--- src/rtl/mpid_pkg.sv ---
package mpid_pkg;

    localparam int DEF_SAMPLE_W = 16;
    localparam int DEF_SPS      = 8;

    // per-lane control derived from the shared offset counter
    typedef struct packed {
        logic take;   // a valid sample is present
        logic open;   // this lane's window begins with this sample
        logic shut;   // this lane's window ends with this sample
    } lane_ctl_t;

    function automatic int sum_width(input int sample_w, input int sps);
        return sample_w + $clog2(sps);
    endfunction

endpackage

--- src/rtl/mpid_phase_ctr.sv ---
module mpid_phase_ctr #(
    parameter int SPS  = mpid_pkg::DEF_SPS,
    localparam int PH_W = $clog2(SPS)
) (
    input  logic            clk,
    input  logic            rst,
    input  logic            take,
    output logic [PH_W-1:0] pos,
    output logic [SPS-1:0]  open_vec,
    output logic [SPS-1:0]  shut_vec
);
    logic [PH_W-1:0] pos_q;
    logic [PH_W-1:0] pos_next;

    assign pos_next = pos_q + PH_W'(1);
    assign pos      = pos_q;

    always_ff @(posedge clk) begin
        if (rst)       pos_q <= '0;
        else if (take) pos_q <= pos_next;
    end

    for (genvar i = 0; i < SPS; i++) begin : g_dec
        assign open_vec[i] = (pos_q    == PH_W'(i));
        assign shut_vec[i] = (pos_next == PH_W'(i));
    end

    // offset steps by one per accepted sample
    a_r5_pos_step: assert property (@(posedge clk) disable iff (rst)
        take |=> pos == $past(pos) + PH_W'(1));

    // idle cycles leave the offset alone
    a_r7_idle_hold: assert property (@(posedge clk) disable iff (rst)
        !take |=> $stable(pos));

    // exactly one lane closes per sample position
    a_r5_one_shut: assert property (@(posedge clk) disable iff (rst)
        $countones(shut_vec) == 1);

endmodule

--- src/rtl/mpid_acc_lane.sv ---
module mpid_acc_lane #(
    parameter int SAMPLE_W = mpid_pkg::DEF_SAMPLE_W,
    parameter int SUM_W    = mpid_pkg::sum_width(mpid_pkg::DEF_SAMPLE_W, mpid_pkg::DEF_SPS)
) (
    input  logic                       clk,
    input  logic                       rst,
    input  mpid_pkg::lane_ctl_t        ctl,
    input  logic signed [SAMPLE_W-1:0] data,
    output logic signed [SUM_W-1:0]    total,
    output logic                       primed
);
    logic signed [SUM_W-1:0] acc_q;
    logic                    primed_q;

    // sum including the current sample, used when the window closes
    assign total  = acc_q + SUM_W'(data);
    assign primed = primed_q;

    always_ff @(posedge clk) begin
        if (rst) begin
            acc_q    <= '0;
            primed_q <= 1'b0;
        end else if (ctl.take) begin
            if (ctl.shut) acc_q <= '0;
            else          acc_q <= total;
            if (ctl.open) primed_q <= 1'b1;
        end
    end

    // a closed window leaves an empty accumulator
    a_r4_dump_clears: assert property (@(posedge clk) disable iff (rst)
        ctl.take && ctl.shut |=> acc_q == '0);

    // after a reset cycle the lane is unprimed
    a_r8_reset_unprimed: assert property (@(posedge clk)
        rst |=> !primed_q);

endmodule

--- src/rtl/mpid_dump_sel.sv ---
module mpid_dump_sel #(
    parameter int SPS   = mpid_pkg::DEF_SPS,
    parameter int SUM_W = mpid_pkg::sum_width(mpid_pkg::DEF_SAMPLE_W, mpid_pkg::DEF_SPS),
    localparam int PH_W = $clog2(SPS)
) (
    input  logic                    clk,
    input  logic                    rst,
    input  logic                    take,
    input  logic [PH_W-1:0]         pos,
    input  logic signed [SUM_W-1:0] totals [SPS],
    input  logic [SPS-1:0]          primed,
    output logic                    res_valid,
    output logic signed [SUM_W-1:0] res_sum,
    output logic [PH_W-1:0]         res_phase
);
    logic [PH_W-1:0]         sel;
    logic signed [SUM_W-1:0] sel_sum;
    logic                    sel_primed;

    assign sel        = pos + PH_W'(1);
    assign sel_sum    = totals[sel];
    assign sel_primed = primed[sel];

    always_ff @(posedge clk) begin
        if (rst) begin
            res_valid <= 1'b0;
            res_sum   <= '0;
            res_phase <= '0;
        end else begin
            res_valid <= take && sel_primed;
            if (take) begin
                res_sum   <= sel_sum;
                res_phase <= sel;
            end
        end
    end

    // an unprimed lane never reports
    a_r6_primed_only: assert property (@(posedge clk) disable iff (rst)
        take && !sel_primed |=> !res_valid);

endmodule

--- src/rtl/multiphase_intdump.sv ---
module multiphase_intdump #(
    parameter int SAMPLE_W = mpid_pkg::DEF_SAMPLE_W,
    parameter int SPS      = mpid_pkg::DEF_SPS,
    localparam int PH_W    = $clog2(SPS),
    localparam int SUM_W   = SAMPLE_W + PH_W
) (
    input  logic                       clk,
    input  logic                       rst,
    input  logic                       smp_valid,
    input  logic signed [SAMPLE_W-1:0] smp_data,
    output logic                       res_valid,
    output logic signed [SUM_W-1:0]    res_sum,
    output logic [PH_W-1:0]            res_phase
);
    logic [PH_W-1:0]         pos;
    logic [SPS-1:0]          open_vec;
    logic [SPS-1:0]          shut_vec;
    logic [SPS-1:0]          primed;
    logic signed [SUM_W-1:0] totals [SPS];

    mpid_phase_ctr #(.SPS(SPS)) u_ctr (
        .clk      (clk),
        .rst      (rst),
        .take     (smp_valid),
        .pos      (pos),
        .open_vec (open_vec),
        .shut_vec (shut_vec)
    );

    for (genvar i = 0; i < SPS; i++) begin : g_lane
        mpid_pkg::lane_ctl_t ctl;
        assign ctl.take = smp_valid;
        assign ctl.open = open_vec[i];
        assign ctl.shut = shut_vec[i];

        mpid_acc_lane #(.SAMPLE_W(SAMPLE_W), .SUM_W(SUM_W)) u_lane (
            .clk    (clk),
            .rst    (rst),
            .ctl    (ctl),
            .data   (smp_data),
            .total  (totals[i]),
            .primed (primed[i])
        );
    end

    mpid_dump_sel #(.SPS(SPS), .SUM_W(SUM_W)) u_sel (
        .clk       (clk),
        .rst       (rst),
        .take      (smp_valid),
        .pos       (pos),
        .totals    (totals),
        .primed    (primed),
        .res_valid (res_valid),
        .res_sum   (res_sum),
        .res_phase (res_phase)
    );

    // results only follow an accepted sample
    a_r2_after_sample: assert property (@(posedge clk) disable iff (rst)
        res_valid |-> $past(smp_valid));

    // output quiet right after reset
    a_r1_quiet_after_reset: assert property (@(posedge clk)
        rst |=> !res_valid);

endmodule

--- config.mk ---
export PLATFORM = sky130hd
export DESIGN_NAME = multiphase_intdump
export DESIGN_NICKNAME = d
export VERILOG_FILES = /design/src/rtl/mpid_pkg.sv /design/src/rtl/mpid_phase_ctr.sv /design/src/rtl/mpid_acc_lane.sv /design/src/rtl/mpid_dump_sel.sv /design/src/rtl/multiphase_intdump.sv
export SDC_FILE = /design/constraint.sdc
export NUM_CORES = 1
export LEC_CHECK = 0
export BUFFER_PORTS_ARGS = -buffer_cell sky130_fd_sc_hd__buf_2
export CAP_MARGIN = 20
export CORE_MARGIN = 2
export CORE_UTILIZATION = 40
export DETAILED_ROUTE_END_ITERATION = 16
export GPL_ROUTABILITY_DRIVEN = 0
export REMOVE_ABC_BUFFERS = 1
export SLEW_MARGIN = 20
export SYNTH_ARGS = -nofsm -noshare
export SYNTH_HDL_FRONTEND = slang
export SYNTH_SLANG_ARGS = --single-unit
--- constraint.sdc ---
create_clock -name clk -period 3.2 [get_ports clk]
set_input_delay 0.16 -clock clk [delete_from_list [all_inputs] [get_ports clk]]
set_output_delay 0.16 -clock clk [all_outputs]
set_load 0.005 [all_outputs]
==> results.ini <==
[grt]
grt_first_pass_wirelength_um=70700
grt_pass1_vias=12500
antenna_found_initial=1
track_usage=0.251
overflow=0
grt_start_max_net_pins=114

[yosys]
synth_most_common_cell=nor2_1
synth_top_area_frac=0.260
yosysUniqueCellTypes=87
ys_ff_latch=183
yosysWarnings=0
synth_top_area_cell=dfxtp_1
yosys-top-cells-area=dfxtp_1 26%, ha_1 13%, nor2_1 7.4%, a22oi_1 6.6%, xnor2_1 5.8%
ys_seq_area_frac=0.260
synthTopCellsByCount=279 x nor2_1, 183 x dfxtp_1, 151 x ha_1
synth_edf_count=0
synthArstFlopShare=0
synth_ff_type=dfxtp_1
synth_cells=1711
synth_area_um2=14100
synth.avg_cell_area_um2=8.23

[timing]
rsz0062_at_grt=yes
finClkSkew_ns=0.0128
max_freq_ghz=0.321
drv_slew=0
setup_viol=0
finalHoldViolations=0
slew_headroom=0.214
worst_slew_pin_slew_ns=1.18
period_needed_ns=3.11
finalCritPeriodShare=0.972

[place]
dpl_cell_area_um2=15100
port_buffers=41
dp_hpwl_um=33400

[power_and_ir_drop]
powerDensity_nw_per_um2=561
ir_drop_uv=427
p_leak_uw=0.00689

[floorplanning]
rows=68
initial_core_util=0.407
dieArea_um2=36700
ios=42
die-height_um=192
coreArea_um2=34600
die_width_um=192

[min_path]
worstHoldStart=rst
hold_path_class=in -> reg

[final_layout]
n_antenna_cell=0
area_growth_pct=12.0
fin_nets=1938
final_area_um2=15800
drive_gt1_frac=0.118
fin_util=0.455

[route]
vias_per_cell=5.89
first_pass_iters=5
drcViolationCount=0
dr_total_vias=13100
routedWlPerCell_um=20.5
drtIter0Drc=975
wirelength_um=45600
postRouteAntennaNets=0

[worst_setup_path]
critPathLaunchType=register
cp.required_ns=3.58
crit_path_max_fanout=4
rr_startpoint=g_lane[6].u_lane.acc_q[0]
path_class=reg -> reg
end_kind=register
critPathLaunch=g_lane[6].u_lane.acc_q[0]
cp.arrival_ns=3.49
crit_slowest_cell=o41a_4
crit_chain=ha_1 -> inv_1 -> fa_2 -> nor2b_1 -> o31a_1 -> o41a_4 -> o21ai_1 -> nand2b_1 -> a31oi_1 -> xnor2_1 -> o22ai_1 -> or4_1 -> nor4_1
critPathMaxStageDelay_ns=0.41

[status]
status=finished, final reports clean

[cts]
clk_pin_slew_ns=0.08
cts-root-buf=clkbuf_16
ctsHtreeMaxLevel=4
clkLatencyLatePin_ns=0.46
clock_sink_count=183
cts_tree=yes
cts_made_buffers=17
cts_buffer_depth=2
cts.hold.buffers_added=0

[job]
drv_cap=0

[path summary, 6_finish.rpt]
kind	end	cells past startpoint	slack (ns)
setup / recovery	u_sel.res_sum[16]	13	0.09
hold / removal	g_lane[6].u_lane.acc_q[15]	2	0.15
setup reg to reg	u_sel.res_sum[16]	13	0.09
hold reg to reg	g_lane[0].u_lane.primed	2	0.47
[report_power, final]
group | internal [uW] | switching [uW] | total [uW]
clock network | 1250 | 1080 | 2330
registers | 2560 | 176 | 2730
logic | 1580 | 2200 | 3780
[critical path, delay by kind of cell (launching register included)]
| family | cells | cell delay [ns] |
|---|---|---|
| simple gates | 4 | 0.79 |
| fa+ha+maj | 2 | 0.42 |
| compound gates | 5 | 1.22 |
| buf+inv | 1 | 0.08 |
| xor+xnor | 1 | 0.19 |
| flops | 1 | 0.32 |
[per-layer routing]
| metal | wire [um] | track usage | vias up |
|---|---|---|---|
| met5 | 8 | 0 | - |
| met4 | 1120 | 0.0837 | 2 |
| met3 | 2840 | 0.0396 | 65 |
| met2 | 20600 | 0.400 | 439 |
| met1 | 21100 | 0.344 | 6264 |
| li1 | - | - | 6363 |
[sequential cells by signal (all words and copies together), names as in the netlist]
signal,cells
g_lane.u_lane.acc_q,152
u_sel.res_sum,19
g_lane.u_lane.primed,8
u_sel.res_phase,3
u_sel.res_valid,1
[kinds of logic after synthesis]
logic type      Yosys count  share of synthesized area
xor+xnor                134                     0.0844
flops                   183                      0.260
buf+inv                 119                     0.0330
fa+ha+maj               159                      0.146
simple gates            547                      0.174
compound gates          539                      0.263
mux                      30                     0.0391
[placed cells by master, fill, tap and decap left out, drive strengths merged, types with 20 or more instances in the layout]
cell	n
nor2	279
dfxtp	183
ha	151
a21oi	134
a22oi	124
buf	102
nand2	101
xnor2	94
o21ai	66
inv	52
a21o	50
xor2	40
nor3	36
nor2b	30
o21a	28
nand3	26
mux4	20
[what timing repair did]
item                                    CTS  global route
cloned                                    0             0
buffers inserted                          0             1
resized for setup                         1            14
pin swaps                                 0             7
endpoints found under the setup margin    1             8
[layout make-up]
cell class,instances,area [um^2]
multi-input combinational,1409,10000
inverter,47,179
timing repair buffer,102,707
fill,3446,18900
clock buffer,17,425
clock inverter,15,190
tap,455,569
sequential,183,3660
[stage by stage]
| stage | setup slack [ns] | hold slack [ns] | setup TNS [ns] | instances | total power [uW] |
|---|---|---|---|---|---|
| final | 0.0881 | 0.153 | 0 | 2228 | 8840 |
| after global routing | -0.0536 | 0.176 | -0.0789 | 2228 | 9350 |
| after CTS | 0.0373 | 0.172 | 0 | 2227 | 8800 |
| after detailed placement | -0.0819 | 0.456 | -0.192 | 2195 | 6460 |
| after global placement | -0.0335 | 0.447 | -0.0429 | 2195 | 6420 |
| after floorplan | -1.27 | 0.229 | -90.09 | 1639 | 5320 |
Power figures use the tool's default switching activity.
